--- src/rtl/sec_order_sb.sv ---
module sec_order_sb #(
  parameter int N  = 8,
  parameter int PW = 32,
  localparam int TW = $clog2(N)
) (
  input  logic          clk,
  input  logic          rst_n,
  input  logic          alloc_valid,
  input  logic [2:0]    alloc_class,
  input  logic          alloc_spec,
  output logic          alloc_ready,
  output logic [TW-1:0] alloc_tag,
  input  logic [N-1:0]  done_vec,
  input  logic          pad_we,
  input  logic [TW-1:0] pad_tag,
  input  logic [PW-1:0] pad_data,
  input  logic          branch_ok,
  input  logic          branch_bad,
  output logic [N-1:0]  issue_ready,
  output logic [PW-1:0] live_pad
);

  function automatic logic [1:0] rank(input logic [2:0] c);
    case (c)
      3'd0:    return 2'd3;
      3'd1:    return 2'd2;
      3'd2,
      3'd3:    return 2'd1;
      default: return 2'd0;
    endcase
  endfunction

  logic [N-1:0]  valid, spec, fire_oh;
  logic [1:0]    prio  [N];
  logic [N-1:0]  older [N];
  logic [PW-1:0] shadow;
  logic          shadow_v;

  wire resolve = branch_ok | branch_bad;
  wire pad_hit = pad_we & valid[pad_tag];
  wire wr_spec = pad_hit & spec[pad_tag];
  wire wr_live = pad_hit & ~spec[pad_tag];

  assign alloc_ready = ~&valid;
  assign fire_oh = (alloc_valid & alloc_ready) ? (N'(1) << alloc_tag) : '0;

  always_comb begin
    alloc_tag = '0;
    for (int i = N - 1; i >= 0; i--)
      if (!valid[i]) alloc_tag = TW'(i);
  end

  always_comb begin
    for (int i = 0; i < N; i++) begin
      logic blk;
      blk = 1'b0;
      for (int j = 0; j < N; j++)
        if (older[i][j] && valid[j] && prio[i] != 2'd0 && prio[j] > prio[i]) blk = 1'b1;
      issue_ready[i] = valid[i] & ~blk & ~(prio[i] == 2'd0 && spec[i]);
    end
  end

  always_ff @(posedge clk) begin
    if (!rst_n) begin
      valid    <= '0;
      spec     <= '0;
      shadow   <= '0;
      shadow_v <= 1'b0;
      live_pad <= '0;
      for (int i = 0; i < N; i++) begin
        prio[i]  <= '0;
        older[i] <= '0;
      end
    end else begin
      valid <= (valid & ~done_vec & ~(branch_bad ? spec : '0)) | fire_oh;
      spec  <= (resolve ? '0 : spec) | (alloc_spec ? fire_oh : '0);
      for (int i = 0; i < N; i++) begin
        older[i] <= older[i] & ~fire_oh;
        if (fire_oh[i]) begin
          older[i] <= valid;
          prio[i]  <= rank(alloc_class);
        end
      end
      if (resolve)
        shadow_v <= 1'b0;
      else if (wr_spec) begin
        shadow_v <= 1'b1;
        shadow   <= pad_data;
      end
      if (branch_ok && !branch_bad && wr_spec)
        live_pad <= pad_data;
      else if (branch_ok && !branch_bad && shadow_v)
        live_pad <= shadow;
      else if (wr_live)
        live_pad <= pad_data;
    end
  end

endmodule

--- config.mk ---
export PLATFORM = sky130hd
export DESIGN_NAME = sec_order_sb
export DESIGN_NICKNAME = d
export VERILOG_FILES = /design/src/rtl/sec_order_sb.sv
export SDC_FILE = /design/constraint.sdc
export NUM_CORES = 1
export LEC_CHECK = 0
export CORE_ASPECT_RATIO = 1.5
export CORE_MARGIN = 10
export CORE_UTILIZATION = 45
export DETAILED_ROUTE_END_ITERATION = 7
export GPL_ROUTABILITY_DRIVEN = 0
export GPL_TIMING_DRIVEN = 0
export PLACE_DENSITY = 0.69
export SLEW_MARGIN = 30
export SYNTH_ARGS = -nofsm -noshare
export SYNTH_HDL_FRONTEND = slang
export SYNTH_SLANG_ARGS = --single-unit
--- constraint.sdc ---
create_clock -name clk -period 2.3 [get_ports clk]
set_input_delay 0.345 -clock clk [delete_from_list [all_inputs] [get_ports clk]]
set_output_delay 0.345 -clock clk [all_outputs]
set_load 0.01 [all_outputs]
==> results of run 1 <==
==> cells by family after synthesis <==
| family | count (synthesis) | synth area share (%) |
|---|---|---|
| AND/OR/NAND/NOR | 282 | 16.6 |
| multiplexers | 72 | 8.68 |
| AO/OA/AOI/OAI | 216 | 17.0 |
| buffers and inverters | 102 | 5.44 |
| other | 1 | 0.0444 |
| flip-flops | 153 | 44.0 |
| adder cells (fa/ha/maj) | 56 | 8.30 |
==> area by class of cell <==
type	instances	area share (%)
buffer	56	3.09
clock buffer	22	4.45
clock inverter	9	0.801
inverter	46	1.75
multi-input combinational	675	43.2
sequential	153	31.3
tap	252	2.66
timing repair buffer	163	12.7
==> layout by cell type (no fill, tap or decap), types with 20 or more instances in the layout <==
cell and n:
a21boi_0 41, a21oi_1 39, buf_4 54, buf_6 24, clkbuf_1 25, clkbuf_16 20, clkdlybuf4s50_1 83, conb_1 49
dfxtp_1 86, edfxtp_1 65, ha_1 35, ha_4 20, inv_1 34, mux2i_1 71, nand2_1 100, nand3_1 47
nor2_1 28, nor2b_1 44, o21ai_0 30
==> sequential cells by signal (all words and copies together) (netlist names) <==
register / count
older: 56
live_pad: 32
shadow: 32
prio: 16
spec: 8
valid: 8
shadow_v: 1
==> routing by layer <==
metal,GRT usage (%),vias up,wire length (um)
met2,40.0,569,15100
met1,24.6,3770,10800
met5,0,-,0
met4,15.1,0,2510
li1,-,3566,-
met3,6.66,193,3240
==> through the flow <==
stage	instance area, um2	TNS [ns]	hold slack [ns]	std cells	util (%)
global route	11900	-4.58	0.486	1376	64.3
detailed placement	9880	-41.59	0.450	1276	53.5
floorplan	8630	0	0.435	930	-
finish	11900	-4.26	0.458	1376	64.3
global placement	9880	-38.33	0.442	1276	53.5
CTS	11400	-3.50	0.459	1353	61.9
==> path summary, 6_finish.rpt <==
| path | startpoint | endpoint | depth (start not counted) |
|---|---|---|---|
| worst max-delay path | prio[0][11] | issue_ready[5] | 9 |
| worst max register to register | valid[1] | older[0][28] | 8 |
| worst min-delay path | older[1][12] | older[1][12] | 2 |
| worst min register to register | older[1][12] | older[1][12] | 2 |
==> tightest hold or removal path: stages, from the launching register on <==
cell and delay (ns):
dfxtp_1 0.31, nand2_1 0.05, a21boi_1 0.05
==> power groups by stage <==
| stage | logic (mW) | clock network (mW) | registers, mW |
|---|---|---|---|
| 6_report | 1.12 | 2.98 | 3.05 |
| 5_1_grt | 1.19 | 3.11 | 3.05 |
| 4_1_cts | 0.961 | 3.00 | 3.03 |
| 3_5_place_dp | 0.748 | 0 | 3.10 |
| 3_3_place_gp | 0.731 | 0 | 3.10 |
| 2_1_floorplan | 0.401 | 0 | 3.08 |
==> repair_timing <==
item | CTS | global route
setup buffers | 46 | 25
setup endpoints to repair | 36 | 71
resized for setup | 157 | 69
pin swaps | 40 | 40
==> summary.txt, run 1 <==
Outcome
  • Outcome: complete, but fails checks
  • Failing checks: setup timing

Critical path
  • Slowest cell delay on critical path: 0.53 ns
  • Cells along the critical path: inv_4 > buf_12 > ha_4 > a21oi_4 > a211oi_2 > or4_4 > nor4_4 > o21a_1 > buf_2
  • Critical Path Fanout Max: 5
  • Critical Path AT: roughly 2.7 ns
  • Worst EP required: 1.96 ns
  • WS Path Type: flip-flop to output pin
  • CP max-delay cell: or4_4
  • Worst setup SP type: flip-flop
  • Crit end category: output pin
  • Buf+Inv Stages, Crit Path: 3
  • R2R setup slack: 0.01 ns
  • Crit path max-delay family: simple AND/OR/NAND/NOR gates

Placed design
  • Setup WS pre-CTS: -0.919 ns
  • Post-DP HPWL: just over 20,000 um
  • # port buffers: 94

Power and ir drop
  • Sw Share: 26.6%
  • Leakage power: 4.72 nW
  • Total power: 7.14 mW
  • Max VDD drop: 0.436 mV
  • Comb power frac: 15.7%
  • Pint: 5.24 mW
  • Psw: about 1.9 mW
  • Power Density: 602 mW/mm2
  • Sequential group share of total power: 42.6%
  • Clock power share: 41.7%

Clock network
  • H-tree Lvls: 4
  • Clk buf depth: 2
  • Root Buffer: clkbuf_16
  • CTS buffer count: 17
  • Clock transition at the registers of the reported paths: roughly 0.070 ns
  • # hold bufs at CTS: 0
  • TritonCTS clock tree: yes
  • Clock sinks: 153
  • Worst-skew pair later-pin latency: ~0.44 ns

Logic synthesis
  • Synth area leaders: edfxtp_1, dfxtp_1, mux2i_1
  • Synth top area share: 23.1%
  • Mean Syn Cell Area: 9.58 um2
  • Commonest cells in the netlist: nand2_1, dfxtp_1, mux2i_1
  • Cells after Synth: 882
  • Seq/Total Area, Yosys: 44.0%
  • Syn. warnings: 0
  • Post-synth EDFFs: 65
  • Dominant cell type by area after synthesis: edfxtp_1
  • Post-synthesis async set-or-reset flop share: 0%
  • Synth Cell Area: 0.00845 mm2
  • Primary FF master, synth: dfxtp_1
  • Top-count cell post-synth: nand2_1
  • #FFs+latches synth: 153
  • Netlist cell types: just under 60

STA
  • Relative slew slack: 39.4%
  • Final worst slack: -0.711 ns
  • RSZ-0062 raised after global routing: yes
  • Final-report max-slew violation count: 0
  • Minimum clock period: 3.01 ns
  • # setup viols final: 8
  • Clock skew: 0.00886 ns
  • Slew @ Worst Pin: 0.909 ns
  • Total count of hold-check failures in the final report: 0
  • Fmax: about 330 MHz
  • Fin crit share: 131%

Global route
  • First-pass GRT wire length: roughly 45,000 um
  • Vias in the first global route: slightly below 8,000
  • Initial antenna violation count: 0
  • Pin count of the biggest net entering global routing: 17
  • GR Overflow Total: 0
  • Total track usage: 23.4%

Die
  • Core ar.: 0.0185 mm2
  • IO Count: 97
  • Chip height: 188 um
  • Initial core utilization: 45.7%
  • Die ar.: 0.0248 mm2
  • Cell Rows: 61
  • Die X: 132 um

Cells and area
  • Register area: 0.00372 mm2
  • Area Overhead vs Synth: 40.5%
  • Final-stage net count: between 1,000 and 1,500
  • Share of cells above drive strength 1: 22.4%
  • # fillers: 1,467
  • N_diodes: 0
  • Multi-input gate area: 0.00513 mm2

Detailed routing
  • Vias: 8,098
  • DR WL/cell: 23.0 um
  • # DRC: 0
  • Final ANT Viol Nets: 0
  • Total wire length: 31,700 um
  • Drt via density: ~5.9
  • Drt pass-1 iters: 7
  • Iter 0 DRT Violations: 933

Flow run
  • Max-capacitance violation count: 0

Hold path
  • HP Class: flip-flop to flip-flop
No activity file was read; power rests on OpenSTA's default activity.
==> run 2, diff against run 1 <==
--- a/config.mk
+++ b/config.mk
@@ -5,6 +5,7 @@
 export SDC_FILE = /design/constraint.sdc
 export NUM_CORES = 1
 export LEC_CHECK = 0
+export CAP_MARGIN = 20
 export CORE_ASPECT_RATIO = 1.5
 export CORE_MARGIN = 10
 export CORE_UTILIZATION = 45
==> results of run 2 <==
The final DEF is identical to that of run 1; final timing and power are the same.
